$ cat src/rtl/alarm_unit_pkg.sv
package alarm_unit_pkg;
  localparam int DIGITS  = 6;
  localparam int BCD_W   = 4;
  localparam int TIME_W  = DIGITS * BCD_W;
  localparam int CUR_W   = 3;

  localparam logic [CUR_W-1:0] POS_SEC_U = 3'd0;
  localparam logic [CUR_W-1:0] POS_SEC_T = 3'd1;
  localparam logic [CUR_W-1:0] POS_MIN_U = 3'd2;
  localparam logic [CUR_W-1:0] POS_MIN_T = 3'd3;
  localparam logic [CUR_W-1:0] POS_HR_U  = 3'd4;
  localparam logic [CUR_W-1:0] POS_HR_T  = 3'd5;

  // Highest legal value of a digit; hours-units depends on hours-tens.
  function automatic logic [BCD_W-1:0] digit_ceiling(input int idx,
                                                     input logic [BCD_W-1:0] hr_tens);
    case (idx)
      1, 3:    digit_ceiling = 4'd5;
      5:       digit_ceiling = 4'd2;
      4:       digit_ceiling = (hr_tens == 4'd2) ? 4'd3 : 4'd9;
      default: digit_ceiling = 4'd9;
    endcase
  endfunction
endpackage

$ cat src/rtl/alarm_digit_editor.sv
module alarm_digit_editor
  import alarm_unit_pkg::*;
#(
  parameter int MODE_W   = 3,
  parameter int SET_CODE = 3
) (
  input  logic                clk,
  input  logic                rst,
  input  logic [MODE_W-1:0]   mode_code,
  input  logic                inc_pulse,
  input  logic                sel_pulse,
  output logic [TIME_W-1:0]   digits_q,
  output logic [CUR_W-1:0]    cursor_q
);
  logic edit_en;
  logic [BCD_W-1:0] hr_tens;

  assign edit_en = (mode_code == MODE_W'(SET_CODE));
  assign hr_tens = digits_q[POS_HR_T*BCD_W +: BCD_W];

  always_ff @(posedge clk) begin
    if (rst) begin
      cursor_q <= POS_SEC_U;
    end else if (edit_en && sel_pulse) begin
      cursor_q <= (cursor_q == POS_HR_T) ? POS_SEC_U : cursor_q + 3'd1;
    end
  end

  for (genvar g = 0; g < DIGITS; g++) begin : g_dig
    logic [BCD_W-1:0] val_q;
    logic [BCD_W-1:0] ceil_v;
    logic             hit;
    logic             clamp;

    assign ceil_v = digit_ceiling(g, hr_tens);
    assign hit    = edit_en && inc_pulse && (cursor_q == CUR_W'(g));

    if (g == 4) begin : g_clamp
      // hours-tens stepping 1 -> 2 would leave an hour above 23
      assign clamp = edit_en && inc_pulse && (cursor_q == POS_HR_T) &&
                     (hr_tens == 4'd1) && (val_q > 4'd3);
    end else begin : g_noclamp
      assign clamp = 1'b0;
    end

    always_ff @(posedge clk) begin
      if (rst) begin
        val_q <= '0;
      end else if (hit) begin
        val_q <= (val_q >= ceil_v) ? '0 : val_q + 4'd1;
      end else if (clamp) begin
        val_q <= '0;
      end
    end

    assign digits_q[g*BCD_W +: BCD_W] = val_q;
  end
endmodule

$ cat src/rtl/alarm_match_detect.sv
module alarm_match_detect
  import alarm_unit_pkg::*;
(
  input  logic              clk,
  input  logic              rst,
  input  logic [TIME_W-1:0] alarm_time,
  input  logic [TIME_W-1:0] now_time,
  output logic              match_start
);
  logic [DIGITS-1:0] eq;
  logic              all_eq;
  logic              match_q;

  for (genvar g = 0; g < DIGITS; g++) begin : g_cmp
    assign eq[g] = (alarm_time[g*BCD_W +: BCD_W] == now_time[g*BCD_W +: BCD_W]);
  end

  assign all_eq = &eq;

  // Reset to "matched" so a match already present at reset release is silent.
  always_ff @(posedge clk) begin
    if (rst) match_q <= 1'b1;
    else     match_q <= all_eq;
  end

  assign match_start = all_eq && !match_q && !rst;
endmodule

$ cat src/rtl/alarm_tone_gen.sv
module alarm_tone_gen #(
  parameter int TONE_TICKS = 1000,
  parameter int CNT_W      = $clog2(TONE_TICKS + 1)
) (
  input  logic             clk,
  input  logic             rst,
  input  logic             start,
  input  logic             tick,
  output logic             speaker_q,
  output logic [CNT_W-1:0] left_q
);
  localparam logic [CNT_W-1:0] LOAD = CNT_W'(TONE_TICKS);
  localparam logic [CNT_W-1:0] LAST = CNT_W'(1);

  always_ff @(posedge clk) begin
    if (rst) begin
      left_q    <= '0;
      speaker_q <= 1'b0;
    end else if (start) begin
      left_q    <= LOAD;
    end else if (tick && left_q != '0) begin
      left_q    <= left_q - LAST;
      speaker_q <= (left_q == LAST) ? 1'b0 : ~speaker_q;
    end
  end
endmodule

$ cat src/rtl/alarm_unit.sv
module alarm_unit
  import alarm_unit_pkg::*;
#(
  parameter int MODE_W     = 3,
  parameter int SET_CODE   = 3,
  parameter int TONE_TICKS = 1000,
  localparam int CNT_W     = $clog2(TONE_TICKS + 1)
) (
  input  logic              clk,
  input  logic              rst,
  input  logic [MODE_W-1:0] mode_code,
  input  logic              inc_pulse,
  input  logic              sel_pulse,
  input  logic              tick_100hz,
  input  logic [TIME_W-1:0] now_digits,
  output logic [TIME_W-1:0] alarm_digits,
  output logic              speaker
);
  logic [CUR_W-1:0] edit_cursor;
  logic             tone_start;
  logic [CNT_W-1:0] tone_left;

  alarm_digit_editor #(
    .MODE_W   (MODE_W),
    .SET_CODE (SET_CODE)
  ) u_edit (
    .clk       (clk),
    .rst       (rst),
    .mode_code (mode_code),
    .inc_pulse (inc_pulse),
    .sel_pulse (sel_pulse),
    .digits_q  (alarm_digits),
    .cursor_q  (edit_cursor)
  );

  alarm_match_detect u_match (
    .clk         (clk),
    .rst         (rst),
    .alarm_time  (alarm_digits),
    .now_time    (now_digits),
    .match_start (tone_start)
  );

  alarm_tone_gen #(
    .TONE_TICKS (TONE_TICKS),
    .CNT_W      (CNT_W)
  ) u_tone (
    .clk       (clk),
    .rst       (rst),
    .start     (tone_start),
    .tick      (tick_100hz),
    .speaker_q (speaker),
    .left_q    (tone_left)
  );
endmodule

$ cat config.mk
export PLATFORM = sky130hd
export DESIGN_NAME = alarm_unit
export DESIGN_NICKNAME = d
export VERILOG_FILES = /design/src/rtl/alarm_unit_pkg.sv /design/src/rtl/alarm_digit_editor.sv /design/src/rtl/alarm_match_detect.sv /design/src/rtl/alarm_tone_gen.sv /design/src/rtl/alarm_unit.sv
export SDC_FILE = /design/constraint.sdc
export NUM_CORES = 1
export LEC_CHECK = 0
export ABC_AREA = 1
export BUFFER_PORTS_ARGS = -buffer_cell sky130_fd_sc_hd__clkbuf_2
export CORE_ASPECT_RATIO = 0.8
export CORE_MARGIN = 2
export CORE_UTILIZATION = 40
export DETAILED_ROUTE_END_ITERATION = 8
export GPL_TIMING_DRIVEN = 1
export SLEW_MARGIN = 20
export SYNTH_ARGS = -nofsm -noshare
export SYNTH_HDL_FRONTEND = slang
export SYNTH_HIERARCHICAL = 1
export SYNTH_SLANG_ARGS = --single-unit
$ cat constraint.sdc
create_clock -name clk -period 3.4 [get_ports clk]
set_clock_uncertainty 0.05 [all_clocks]
set_input_delay 0.51 -clock clk [delete_from_list [all_inputs] [get_ports clk]]
set_output_delay 0.51 -clock clk [all_outputs]
set_load 0.05 [all_outputs]
-- Word-level counts from Yosys, hierarchy flattened
Cells that the tools add are included.
- word-level logic and storage cells: 78
- output and inout port bits: 25
- register bits after elaboration: 39
- bits of input ports: 32
- bitwise gates (word level): 2
- magnitude comparators: 7
- equality and inequality tests: 15
- add/subtract/negate cells: 8
- muxes and demuxes: 13
- reduce and logical (&&, ||, !) cells: 22
- operators with widths (kind ; count):
    two-way mux 4 bit ; 9
    adder 4 x 1 -> 4 bit, second input constant ; 6
    == test 4 bit ; 6
    two-way mux 10 bit ; 2
    logical AND 1 bit ; 13
    == test 10 x 1 -> 1 bit, second input constant ; 1
    nonzero test 10 bit ; 1
    subtractor 10 x 1 -> 10 bit, second input constant ; 1
    == test 3 x 2 -> 1 bit, second input constant ; 3
    >= comparator 4 x 3 -> 1 bit, second input constant ; 2
    >= comparator 4 bit, second input constant ; 2
    == test 3 bit, second input constant ; 2
    AND reduction 6 bit ; 1
    == test 4 x 1 -> 1 bit, second input constant ; 1
    == test 4 x 2 -> 1 bit, second input constant ; 1
    >= comparator 4 x 2 -> 1 bit, second input constant ; 1
    >= comparator 4 bit ; 1
    greater-than comparator 4 x 2 -> 1 bit, second input constant ; 1
    nonzero test 2 bit ; 2
    adder 3 x 1 -> 3 bit, second input constant ; 1
    == test 3 x 1 -> 1 bit, second input constant ; 1
    logical NOT 3 bit ; 1
    two-way mux 3 bit ; 1
    logical NOT 1 bit ; 2
    4 further kinds ; 5

-- Depth between registers and ports, before layout
Gate-level depths: netlist (run 1).
- word-level depth: 7
- gate-level depth with buffers: 13
- mapped depth without buffers: 13

-- By module
Netlist (run 1), hierarchy kept.
- by module, submodules not included (module ; area each (um2) ; cells an instance ; times used):
    alarm_digit_editor ; 1580.3 ; 220 ; 1
    alarm_tone_gen ; 666.9 ; 104 ; 1
    alarm_match_detect ; 553.0 ; 132 ; 1

-- Worst setup path before layout (run 1)
OpenSTA, ideal clock, no wires.
- kind: register -> register
- from: register u_edit.g_dig[4].val_q[1]
- to: register u_tone.left_q[3]
- period minus slack after synthesis: 1.995 ns
- path slack: 1.405 ns
- data arrival time: 1.833 ns
- path buffers: 0
- library setup time: 0.112 ns
- data required time: 3.238 ns
- cell stages (with the launch flop): 14
- cell sequence: dfxtp_1 inv_1 nand2_1 nand2_1 nor2_1 nand2_1 nor2_2 nand2_2 nor3_2 clkinv_1 nand2_2 nor2_1 nor2_1 nor2_1
- longest elaborated chain between the ends: 5
- elaborated cells on any way between the ends: 6
- classes of those cells: 1 x eq/ne; 1 x mux; 4 x reduce/logical
- ends and longest elaborated chain (item ; RTL line ; RTL):
    start, declared ; alarm_digit_editor.sv:30 ; logic [BCD_W-1:0] val_q;
    start signal, assigned ; alarm_digit_editor.sv:50 ; val_q <= (val_q >= ceil_v) ? '0 : val_q + 4'd1;
    == test 4 bit * ; alarm_match_detect.sv:15 ; assign eq[g] = (alarm_time[g*BCD_W +: BCD_W] == now_time[g*BCD_W +: BCD_W]);
    AND reduction 6 bit * ; alarm_match_detect.sv:18 ; assign all_eq = &eq;
    logical AND 1 bit * (2 in a row) ; alarm_match_detect.sv:26 ; assign match_start = all_eq && !match_q && !rst;
    via tone_start ; alarm_unit.sv:20 ; logic tone_start;
    two-way mux 10 bit or nonzero test 2 bit (tied branches) ; n/a ;
    end signal, assigned ; alarm_tone_gen.sv:22 ; left_q <= left_q - LAST;
    end, declared ; alarm_tone_gen.sv:10 ; output logic [CNT_W-1:0] left_q
The timed path passes the listed nets; every way through them passes the cells marked *.
A chain may end at the register's enable or synchronous reset.

-- Worst setup path after layout (run 1)
- from: register u_edit.g_dig[3].val_q[2]
- to: register u_tone.left_q[3]
- longest elaborated chain between the ends: 5
- elaborated cells on any way between the ends: 6
- classes of those cells: 1 x eq/ne; 1 x mux; 4 x reduce/logical
- ends and longest elaborated chain (item ; RTL line):
    start, declared ; alarm_digit_editor.sv:30
    start signal, assigned ; alarm_digit_editor.sv:50
    == test 4 bit * ; alarm_match_detect.sv:15
    AND reduction 6 bit * ; alarm_match_detect.sv:18
    logical AND 1 bit * (2 in a row) ; alarm_match_detect.sv:26
    via tone_start ; alarm_unit.sv:20
    two-way mux 10 bit or nonzero test 2 bit (tied branches) ; n/a
Marked as above.

==> results.md, run 1 <==
- Using the TritonRoute via totals, the vias-per-cell ratio works out to 4.60.
- Max-cap violations in this run came to 0.
- The root buffer cell chosen for the clock tree is clkbuf_8.
- The synthesized net count is 507.
- The busiest metal layer after global routing is met2.
- The async set-reset flop share out of synthesis is 0%.
- The min-delay analysis places its worst path in the category reg2reg.
- The first global-routing pass estimated 11.6 mm of wire.
- Tracing the worst setup path back leads to its startpoint at u_edit/g_dig[3].val_q[2].
- Traced cell by cell, the critical path runs through nand2_1 -> inv_1 -> nor2_1 -> nor2_1 -> nand2_1 -> nor2_1 -> nand2_2 -> nor3_2 -> clkinv_1 -> nand2_2 -> nor2_1 -> nor2_1 -> nor2_1.
- The synthesized-area fraction occupied by ao, oa, aoi and oai cells is 9.65%.
- In the final layout, the share of cells above drive strength 1 is between 15 and 20%.
- Hold timing on the final database bottoms out at a slack of 459 ps.
- Of the total synthesized cell area, the portion taken by full adders, half adders and majority gates is 8.49%.
- The netlist area before placement is about 2800 sq um.
- On the worst path, the slowest cell contributes a delay of 500 ps.
- The total number of yosys warnings is 6.
- The share of the synthesized netlist area taken by xor and xnor gates is 1.88%.
- The proportion of netlist area held by the largest area contributor is 27.9%.
- Sequential elements use 27.9% of the synthesized area.
- The count of placed standard cells including taps is 597.
- The initial DRC count is 103.
- The clock tree from TritonCTS is done.
- Global routing used 18.3% of the available tracks across all layers.
- Detailed placement ended at an HPWL of 5.16 mm.
- The cell type with the highest aggregate area in the netlist is dfxtp_1.
- STA classifies the critical path endpoint as a flop.
- The number of global-route vias before repair was 2540.
- Detailed routing inserted a total of approximately 2.8k vias.
- In this run, CTS created clock tree buffers numbering 5.
- The initial antenna violation count is 0.
- The total setup violations reported at the end of the flow is 0.
- The main flop type after synthesis is dfxtp_1.
- The beginning of the worst hold path is u_edit/g_dig[5].val_q[3].
- The number of routed nets with antenna violations is 0.
- Global routing finished with a remaining overflow of 0.
- The global routing met2 resource utilization is 29.7%.
- The type of origin of the critical path is a flop.
- The count of cells in the finished layout, fillers not included, comes to between 600 and 700.
- After clock tree synthesis, the clock-pin slew on the worst setup and hold paths is 90 ps.
- 0 antenna diodes ended up in the layout.
- The flow ran to the end, and the final reports show no timing, DRC or antenna violations.
- On the critical path the largest part of the delay comes from simple AND/OR/NAND/NOR gates.
- The number of buffers inserted by hold repair at cts is 0.
- The global placer's final weighted congestion is 0.857.
- The minimum setup slack among reg-to-reg paths is ~1400 ps.
- The most repeated library cell on the critical path is nor2_1.
- The number of slew-limit violations in the final report is 0.
- Compared with the post-synthesis result, the final layout area differs by 17.8%.
- The critical path contains buffers and inverters numbering 2 combined.
- Setup repair after global routing left no endpoint under its margin.
- The initialized floorplan defines 27 standard-cell rows.
- The clock sink total is 39.
- The I/O pin count is 57.
- In this run the power density over the cells is about 450 nW/um^2.
- Input and output buffers added on the ports amount to between 50 and 60.
- The layout has between 700 and 800 filler cells.
- Summed over all failing endpoints, the final setup total negative slack is 0 ps.
- The most used standard cell by instance count after synthesis is nand2_1.
- By area the synthesized netlist is led by dfxtp_1, nand2_1, inv_1, ha_1, nor2_1.
- For this block, the routed nets add up to ~6.6 mm of wire.
- In this run the static leakage power is 1.68 nW.
- The number of synthesized flops with an enable pin is 0.
- In this run the number of H-tree levels came out at 2.
- The ratio of final minimum period to clock period is 59.7%.
- The slowest stage of the critical path is the dfxtp_1 cell.
- Based on the critical path, the design can be clocked at up to a little under 0.5 GHz.
- The minimum clock period after layout is 2030 ps.
- The largest net degree at the start of global routing is 19.
- The multiplexer share of the synthesized area is 0%.
- In this run the tightest slew margin relative to its limit is 71.4%.
- The routing usage on met3 is 3.17%.
- The maximum resistive drop on vdd is ~0.00016 V.
- For this run, design rule violations remaining after detail routing come to 0.
- The arrival time of data at the critical path endpoint is 2160 ps.
- The length of the first detailed-routing pass in iterations is 4.
- The net count of the finished layout is 568.
- After floorplanning, the core was sized to cover 6820 sq um.
- The number of flip-flops and latches in the synthesized netlist is 39.
- The number of setup buffers added after CTS is 0.
- The count of distinct cell types in the synthesized netlist is 32.
- After layout, the design draws a total of 1.49 mW.
- The startpoint of the worst register-to-register path is u_edit/g_dig[3].val_q[2].
- By count the netlist is led by nand2_1, inv_1, nor2_1.
- The total count of hold-check failures in the final report is 0.
- Of all nets on the critical path, the largest fanout is 9.
- The critical path required time is 3530 ps.
- The die is 97.5 um wide.
- The cell count after synthesis came out at ~460.
- In the final routed layout, each cell accounts on average for 11.0 um.
- The worst setup path is of the reg2reg kind.
- The mean instance size in the synthesized netlist is 6.14 sq um.
- The largest family of logic cells by synthesized area is simple AND/OR/NAND/NOR gates.
- The die covers just under 8000 sq um.
- After Yosys synthesis, and, or, nand and nor cells account for between 30% and 40% of the synthesized area.
- The vertical extent of the die is between 70 and 80 um.
- The buffer levels on the longest clock path is 2.
- The routing usage on met1 is between 20% and 30%.
- The transition time of the tightest slew-check pin is 429 ps.
- The number of gates resized after CTS is 0.
- The initial utilization of the core area, before any placement, comes to 41.0%.
- The later pin in the worst-skew pair is clocked with a latency of 300 ps.
-- worst min-delay path: cells and delay by family (launching register included) --
| family | cells | cell delay [ps] |
|---|---|---|
| flops | 1 | 360 |
| simple gates | 2 | 110 |
-- registers in the layout, summed over array words and instances, names as in the netlist --
name and count:
u_edit/cursor_q 3, u_edit/g_dig.val_q 24, u_match/match_q 1, u_tone/left_q 10
u_tone/speaker_q 1
-- area by class of cell --
cell class	count	area (sq um)	share of cell area [%]
Clock inverter	2	35.0	1.06
Tap cell	87	109	3.30
Sequential cell	39	781	23.7
Multi-Input combinational cell	316	1640	49.7
Inverter	99	372	11.3
Timing Repair Buffer	56	280	8.49
Clock buffer	6	82.6	2.50
-- kinds of logic after synthesis --
logic type | count (synthesis)
fa+ha+maj | 19
buf+inv | 101
simple gates | 241
flops | 39
xor+xnor | 6
compound gates | 50
-- path summary, 6_finish.rpt --
path                                   end  depth (start not counted)
setup / recovery          u_tone/left_q[3]                         13
hold / removal    u_edit/g_dig[5].val_q[3]                          2
hold reg to reg   u_edit/g_dig[5].val_q[3]                          2
setup reg to reg          u_tone/left_q[3]                         13
-- cell usage in the layout, fill, tap and decap left out, types with 2 or more instances in the layout --
| master | instances |
|---|---|
| nand2_4 | 2 |
| nor2_1 | 54 |
| clkbuf_8 | 6 |
| ha_1 | 19 |
| inv_1 | 97 |
| nand2_1 | 126 |
| clkbuf_2 | 56 |
| dfxtp_1 | 39 |
| xor2_1 | 5 |
| a21oi_1 | 22 |
| nand2_2 | 4 |
| nor3_1 | 7 |
| o21ai_0 | 21 |
| nand4_1 | 9 |
| nor2_2 | 4 |
| nand3_1 | 25 |
| nor2_4 | 4 |
-- stage by stage --
step | setup slack (ps) | util (%) | instance area (sq um)
after floorplan | 1410 | - | 2800
after global placement | 1230 | 46.6 | 3180
after detailed placement | 1180 | 46.6 | 3180
after CTS | 1340 | 48.3 | 3300
after global routing | 1030 | 48.3 | 3300
final | 1370 | 48.3 | 3300
-- routing by layer --
layer  wire (um)  vias up  part of all wire (%)
met4          51        0                  0.77
li1            -     1514                     -
met2        2830       60                    43
met5           0        -                     0
met3         367        4                   5.5
met1        3390     1207                    51
-- report_power, final --
part / internal [mW] / switching [mW]
clock: 0.238 / 0.176
sequential: 0.507 / 0.0419
combinational: 0.181 / 0.345
(Power assumes the default switching activity.)
==> run 2, diff against run 1 <==
==> constraint.sdc (replaced) <==
create_clock -name clk -period 1.71 [get_ports clk]
set_clock_uncertainty 0.05 [all_clocks]
set_input_delay 0.2565 -clock clk [delete_from_list [all_inputs] [get_ports clk]]
set_output_delay 0.2565 -clock clk [all_outputs]
set_load 0.05 [all_outputs]
==> results.md, run 2 (same netlist as run 1, synthesis figures left out) <==
- STA classifies the critical path endpoint as a flop.
- The filler cells instantiated in the layout total 730.
- In this run the worst setup path begins at u_edit/g_dig[0].val_q[1].
- The share of post-route cells with drive strength above 1 is 28.9%.
- The clock passes through at most 2 buffers.
- The beginning of the worst hold path is rst.
- The number of remaining DRC errors is 0.
- The register with the most flip-flops in the layout has 24 of them.
- The tightest hold path in the finished design has a slack of 343 ps.
- The minimum clock period after layout is 1610 ps.
- The total wire length is 6.91 mm.
- Headroom to the max-slew limit came out at approximately three quarters.
- Setup repair after global routing could not meet its margin everywhere.
- The total count of hold-check failures in the final report was 0.
- VDD sags by at most between 0.0003 and 0.0004 V.
- The area of the core region is between 6000 and 7000 sq um.
- In this run, the number of DRC markers left after iteration 0 of detailed routing was about 110.
- The all-layer global routing usage is 18.9%.
- The most repeated library cell on the critical path is nand2_1.
- The number of slew-limit violations in the final report is 0.
- The global placer's final weighted congestion is 0.850.
- The total leakage power is 1.85 nW.
- Counting flops per register, the top entry is u_edit/g_dig.val_q.
- The initialized floorplan defines 27 standard-cell rows.
- After the flow finishes, the layout carries non-filler instances totaling 630.
- Global routing used 27.4% of the available met1 tracks.
- The finished cells cover 3610 sq um.
- For this configuration, the core starts out at a cell density of between 40% and 50%.
- The top cell types in the final layout, fill and taps aside, are nand2_1, inv_1, clkbuf_2.
- The maximum fanout encountered on the critical timing path is 6.
- The wire length of the first global-routing pass is ~12 mm.
- Traced cell by cell, the critical path runs through inv_1 -> nand2_1 -> nand2_1 -> nor2_1 -> nand2_1 -> nor2_2 -> nand2_2 -> nor3_4 -> inv_4 -> buf_6 -> nand3_2 -> nand2_1 -> inv_1.
- Dividing the detail-routed via count by the number of cells gives 4.56.
- For this design the top-level I/O count stands at between 50 and 60.
- TritonCTS built the clock tree.
- The count of input and output buffers is 56.
- The total setup violations reported at the end of the flow is 0.
- On the worst path, the slowest cell contributes a delay of 370 ps.
- The number of buffers inserted during clock tree synthesis is 5.
- The number of diodes added for antenna fixing is 0.
- The most common library cell in the layout ignoring fill and taps is nand2_1.
- The number of global-route vias before repair is 2671.
- The highest-delay cell along the critical path is dfxtp_4.
- In this run the power density over the cells is 780 nW/um^2.
- The max capacitance violation total is 0.
- Cells fill 52.9% of the core in the end.
- The clock insertion delay at the later pin of the skew report is roughly 290 ps.
- The detailed router placed about 2.9k vias in this run.
- The startpoint of the worst register-to-register path is u_edit/g_dig[0].val_q[1].
- The overall die area is 7690 sq um.
- The initial antenna violation count is 0.
- The arrival time of data at the critical path endpoint is 1810 ps.
- Entering global routing, the biggest net connects 18 pins.
- From bottom edge to top edge, the die measures 78.8 um.
- The ratio of final minimum period to clock period is 94.2%.
- After detailed placement, the design holds a cell count of 616.
- Static timing analysis puts the maximum clock frequency at 0.621 GHz.
- The placed instances occupy a cell area of between 3000 and 4000 sq um.
- Detailed placement ended at an HPWL of ~5.4 mm.
- The clock sink total is 39.
- The critical path in this run is classified as reg2reg.
- The setup total negative slack is 0 ps.
- Setup slack closes at 99.8 ps.
- For the pin with the worst max-slew slack, the measured transition is 359 ps.
- The area added between synthesis and finish is 28.9%.
- The largest registers in the layout are u_edit/g_dig.val_q: 24 flops, u_tone/left_q: 10 flops, u_edit/cursor_q: 3 flops.
- The post-placement worst setup slack is -32.2 ps.
- The clock transition at the registers of the reported paths is 90 ps.
- The number of levels in the clock H-tree is 2.
- For this run, the detailed router's first-pass iteration total came to 4.
- The critical path required time is 1910 ps.
- Once detail routing completed, the nets flagged for antenna violations numbered 0.
- The total power draw is 2.82 mW.
- Global routing used 3.43% of the available met3 tracks.
- The worst hold path belongs to the class in2reg.
- For met2 alone, demand over resource in global routing was 29.4%.
- The busiest metal layer after global routing is met2.
- The cell sitting at the root of the clock tree is a clkbuf_8.
- The detailed-route wire length per cell is 11.0 um.
- In this run the horizontal extent of the chip is 97.5 um.
- The flow ran to the end, and the final reports show no timing, DRC or antenna violations.
- The type of origin of the critical path is a flop.
- The net count of the finished layout is 593.
- The total congestion overflow is 0.
[run 2: routing by layer]
metal	up-vias	wire (um)
met3	2	298
met2	49	2960
met4	0	29
met1	1245	3620
li1	1575	-
met5	-	0
[run 2: layout make-up]
cell class / instances / area [sq um] / area share (%)
inverter: 99 / 374 / 10.4
tap: 87 / 109 / 3.02
timing repair buffer: 81 / 475 / 13.2
sequential: 39 / 868 / 24.1
multi-input combinational: 316 / 1700 / 47.0
clock inverter: 3 / 17.5 / 0.485
clock buffer: 5 / 68.8 / 1.91
[run 2: where the power goes]
part           switching (mW)  internal, mW  leakage [nW]
clock                   0.359         0.287        0.0488
combinational           0.720         0.397          1.47
sequential             0.0807         0.973         0.336
total                    1.16          1.66          1.85
[run 2: worst paths after layout]
check	endpoint	slack, ps	depth (start not counted)
hold / removal	u_tone/left_q[5]	340	3
setup reg to reg	u_tone/left_q[7]	100	13
hold reg to reg	u_edit/g_dig[5].val_q[3]	440	2
setup / recovery	u_tone/left_q[7]	100	13
[run 2: what timing repair did]
| action | 4_1_cts | 5_1_grt |
|---|---|---|
| resized for setup | 1 | 31 |
| pin swaps | 1 | 18 |
| endpoints found under the hold margin | 0 | 0 |
| hold buffers | 0 | 0 |
| setup endpoints to repair | 5 | 11 |
| setup buffers | 0 | 6 |
[run 2: worst max-delay path, delay by kind of cell, from the launching register on]
kind                   cells  cell delay, ps
buffers and inverters      4             310
AND/OR/NAND/NOR            9             830
flip-flops                 1             370
==> run 3, diff against run 2 <==
--- a/config.mk
+++ b/config.mk
@@ -5,7 +5,7 @@
 export SDC_FILE = /design/constraint.sdc
 export NUM_CORES = 1
 export LEC_CHECK = 0
-export ABC_AREA = 1
+export ABC_CLOCK_PERIOD_IN_PS = 1710
 export BUFFER_PORTS_ARGS = -buffer_cell sky130_fd_sc_hd__clkbuf_2
 export CORE_ASPECT_RATIO = 0.8
 export CORE_MARGIN = 2
==> constraint.sdc (replaced) <==
create_clock -name clk -period 1.71 [get_ports clk]
set_clock_uncertainty 0.05 [all_clocks]
set_input_delay 0.2565 -clock clk [delete_from_list [all_inputs] [get_ports clk]]
set_output_delay 0.2565 -clock clk [all_outputs]
set_load 0.02 [all_outputs]
==> results.md, run 3 <==
- The run finished, with violations left.
- The final reports fail on negative setup slack.
- Setup violations remaining at the end of the flow were counted as 6.
- Entering global routing, the biggest net connects 13 pins.
- From left edge to right edge, the die measures 92.0 um.
- The detailed-route wire length per cell is 13.6 um.
- The first global-routing pass estimated about 11 mm of wire.
- The number of remaining DRC errors is 0.
- The total congestion overflow is 0.
- The total leakage power is 1.53 nW.
- The area of the core region is 5940 sq um.
- The maximum resistive drop on vdd is 0.000378 V.
- The instance count of the mapped netlist is 286.
- The number of slew-limit violations in the final report came to 0.
- The critical path endpoint category is a flop.
- The total wire length is 6.44 mm.
- The worst hold path begins at rst.
- The capture endpoint of the worst hold path is u_tone/left_q[7].
- Setup repair after global routing could not meet its margin everywhere.
- In this run, CTS created clock tree buffers numbering 5.
- The tree built by TritonCTS fans out to 39 sinks.
- The number of nets in the finished design is 443.
- For this configuration, the core starts out at a cell density of 41.7%.
- The final core utilization is 57.1%.
- The most used standard cell by instance count after synthesis is dfxtp_1.
- The classification of the worst setup path is reg2reg.
- In this run the critical register-to-register path is captured at u_tone/left_q[8].
- The maximum fanout encountered on the critical timing path is 4.
- For the pin with the worst max-slew slack, the measured transition is 452 ps.
- The most common library cell in the layout ignoring fill and taps is clkbuf_2.
- The max-slew headroom at the worst pin is between 60% and 70%.
- The vertical extent of the die is 74.4 um.
- The number of cells traversed by the worst hold path is 3.
- The number of buffers inserted by hold repair at cts is 0.
- After detailed placement, the total cell area comes to approximately 3200 sq um.
- The netlist area before placement is 2480 sq um.
- The count of input and output buffers is 56.
- The overall die area is around 6800 sq um.
- The root buffer cell is clkbuf_8.
- The count of buffer and inverter cells on the critical path is 2.
- On the final layout, the worst hold slack is 333 ps.
- The worst register-to-register path has a depth of 6.
- The sequential area share after synthesis is around a third.
- The clock insertion delay at the later pin of the skew report is 290 ps.
- The mean instance size in the synthesized netlist is about 8.7 sq um.
- The worst path in the final design needs a cycle of ~1800 ps, including I/O delays and setup.
- The power density of the placed cells is ~790 nW/um^2.
- Row generation in the floorplan step produced 25 rows.
- The highest-delay cell along the critical path is or4b_1.
- In this run, the number of DRC markers left after iteration 0 of detailed routing was 113.
- The largest stage delay on the critical path is 510 ps.
- For this run, the detailed router's first-pass iteration total came to 4.
- For this design the top-level I/O count stands at 57.
- Counting every net in the synthesized netlist gives 337.
- Walking the worst path, the cells encountered are inv_1 -> ha_1 -> nand4bb_1 -> buf_4 -> or4b_1 -> a31oi_4.
- The largest registers in the layout are u_edit/g_dig.val_q: 24 flops, u_tone/left_q: 10 flops, u_edit/cursor_q: 3 flops.
- The kind of cell with the highest combined delay along the critical path is simple AND/OR/NAND/NOR gates.
- The global placer's final weighted congestion is 0.850.
- The number of diodes added for antenna fixing is 0.
- The max capacitance violation total is 0.
- The type of origin of the critical path is a flop.
- The largest total area in the synthesized netlist belongs to dfxtp_1.
- Of the available clock period, the critical path in the final layout requires 103%.
- Once detail routing completed, the nets flagged for antenna violations numbered 0.
- At the worst endpoint, the required time is 1880 ps.
- The register with the most flip-flops in the layout has 24 of them.
- Among all flip-flop cells after synthesis, the most frequent one is dfxtp_1.
- The number of global-route vias before repair was 2200.
- Yosys attributes the largest share of cell area to dfxtp_1, ha_1, xor2_1, a21oi_1, nor2_1.
- The proportion of netlist area held by the largest area contributor is 31.5%.
- The number of filler cells placed in the layout is ~550.
- The all-layer global routing usage is 19.5%.
- u_edit/g_dig.val_q holds more flip-flops than any other register.
- The routed layout has 2357 vias.
- The total count of hold-check failures in the final report is 0.
- Counting flops and latches in the post-synthesis netlist gives 39.
- The number of different library cells used by synthesis comes to 53.
- The number of levels in the clock H-tree is 2.
- After synthesis, the share of flip-flops with an asynchronous set or reset is 0%.
- The per-cell via count in the routed design is 4.97.
- The HPWL after detailed placement is approximately 5 mm.
- Setup total negative slack on the finished layout was measured at -206 ps.
- By count the netlist is led by dfxtp_1, nor2_1, xor2_1.
- The arrival time of data at the critical path endpoint is 1930 ps.
- TritonCTS built the clock tree.
- After routing the design area is between 3000 and 4000 sq um.
- The minimum setup slack among reg-to-reg paths is -50 ps.
- The worst hold path belongs to the class in2reg.
- The clock transition at the registers of the reported paths is 80 ps.
- Static timing analysis puts the maximum clock frequency at 0.568 GHz.
- The Yosys step of the flow raised 6 warnings.
- In the final layout, the share of cells above drive strength 1 is 39.9%.
- The worst register-to-register path begins at u_tone/left_q[0].
- In the layout the commonest cells are clkbuf_2, buf_4, nor2_1.
- The slack of the critical path is -50.3 ps.
- The synthesized design contains 0 enable-type register cells.
- From synthesis to final layout, the design area changed by 37.1%.
- The initial antenna violation count is 0.
- No sink is reached through more buffers than the 2 on the longest clock path.
run 3: cell count changes after synthesis, moves of 7 or more:
cell     previous run  this run
o21ai_0            21         6
xnor2_1             1         9
xor2_1              5        27
nor4_1              0         7
inv_1              97        20
nor2_1             54        27
nand3_1            25         5
nand2_1           126        17
run 3: cells by family after synthesis:
logic type,after synthesis,synth area share (%)
adder cells (fa/ha/maj),19,9.60
multiplexers,6,2.43
flip-flops,39,31.5
AO/OA/AOI/OAI,52,13.6
buffers and inverters,31,5.51
XOR/XNOR,36,12.7
AND/OR/NAND/NOR,103,24.6
run 3: where the power goes:
| part | total, mW | internal, mW | leakage (nW) | switching [mW] |
|---|---|---|---|---|
| clock network | 0.616 | 0.287 | 0.0422 | 0.329 |
| registers | 1.06 | 0.980 | 0.323 | 0.0774 |
| logic | 1.02 | 0.491 | 1.16 | 0.530 |
| total | 2.69 | 1.76 | 1.53 | 0.936 |
run 3: repair_timing:
item                       in CTS  in global routing
buffers inserted                8                  0
pin swaps                       5                  4
setup endpoints to repair      11                 12
gates resized for setup        15                  9
run 3: routing by layer:
metal / share of wire [%] / track usage [%] / vias up
li1: - / - / 1221
met1: 51 / 28.2 / 1074
met2: 44 / 30.4 / 53
met3: 3.6 / 3.95 / 9
met4: 0.95 / 4.64 / 0
met5: 0 / 0 / -
run 3: cell type report:
| class | count | area [sq um] | area share, % |
|---|---|---|---|
| Sequential cell | 39 | 802 | 23.6 |
| Clock buffer | 7 | 76.3 | 2.25 |
| Multi-Input combinational cell | 216 | 1640 | 48.2 |
| Clock inverter | 1 | 5.00 | 0.147 |
| Timing Repair Buffer | 109 | 693 | 20.4 |
| Inverter | 21 | 78.8 | 2.32 |
| Tap cell | 81 | 101 | 2.99 |
run 3: stage by stage:
stage,worst slack (ps),cells,total power [mW]
CTS,-190,476,2.64
floorplan,-68.1,286,1.65
finish,-50.3,474,2.69
global placement,-177,462,1.96
detailed placement,-309,462,1.98
global route,-212,474,2.88
run 3: how the worst max path moves through the flow:
stage | startpoint | to | cells past startpoint
3_5_place_dp | now_digits[1] | u_tone/speaker_q | 9
3_3_place_gp | now_digits[1] | u_tone/speaker_q | 9
2_1_floorplan | u_edit/g_dig[0].val_q[1] | u_tone/speaker_q | 9
5_1_grt | u_edit/g_dig[2].val_q[0] | u_tone/left_q[5] | 8
4_1_cts | u_edit/g_dig[0].val_q[1] | u_tone/speaker_q | 8
6_report | u_tone/left_q[0] | u_tone/left_q[8] | 6
run 3: tightest hold or removal path: stages:
cell,delay (ps)
clkbuf_2,100
buf_4,230
a21oi_2,40
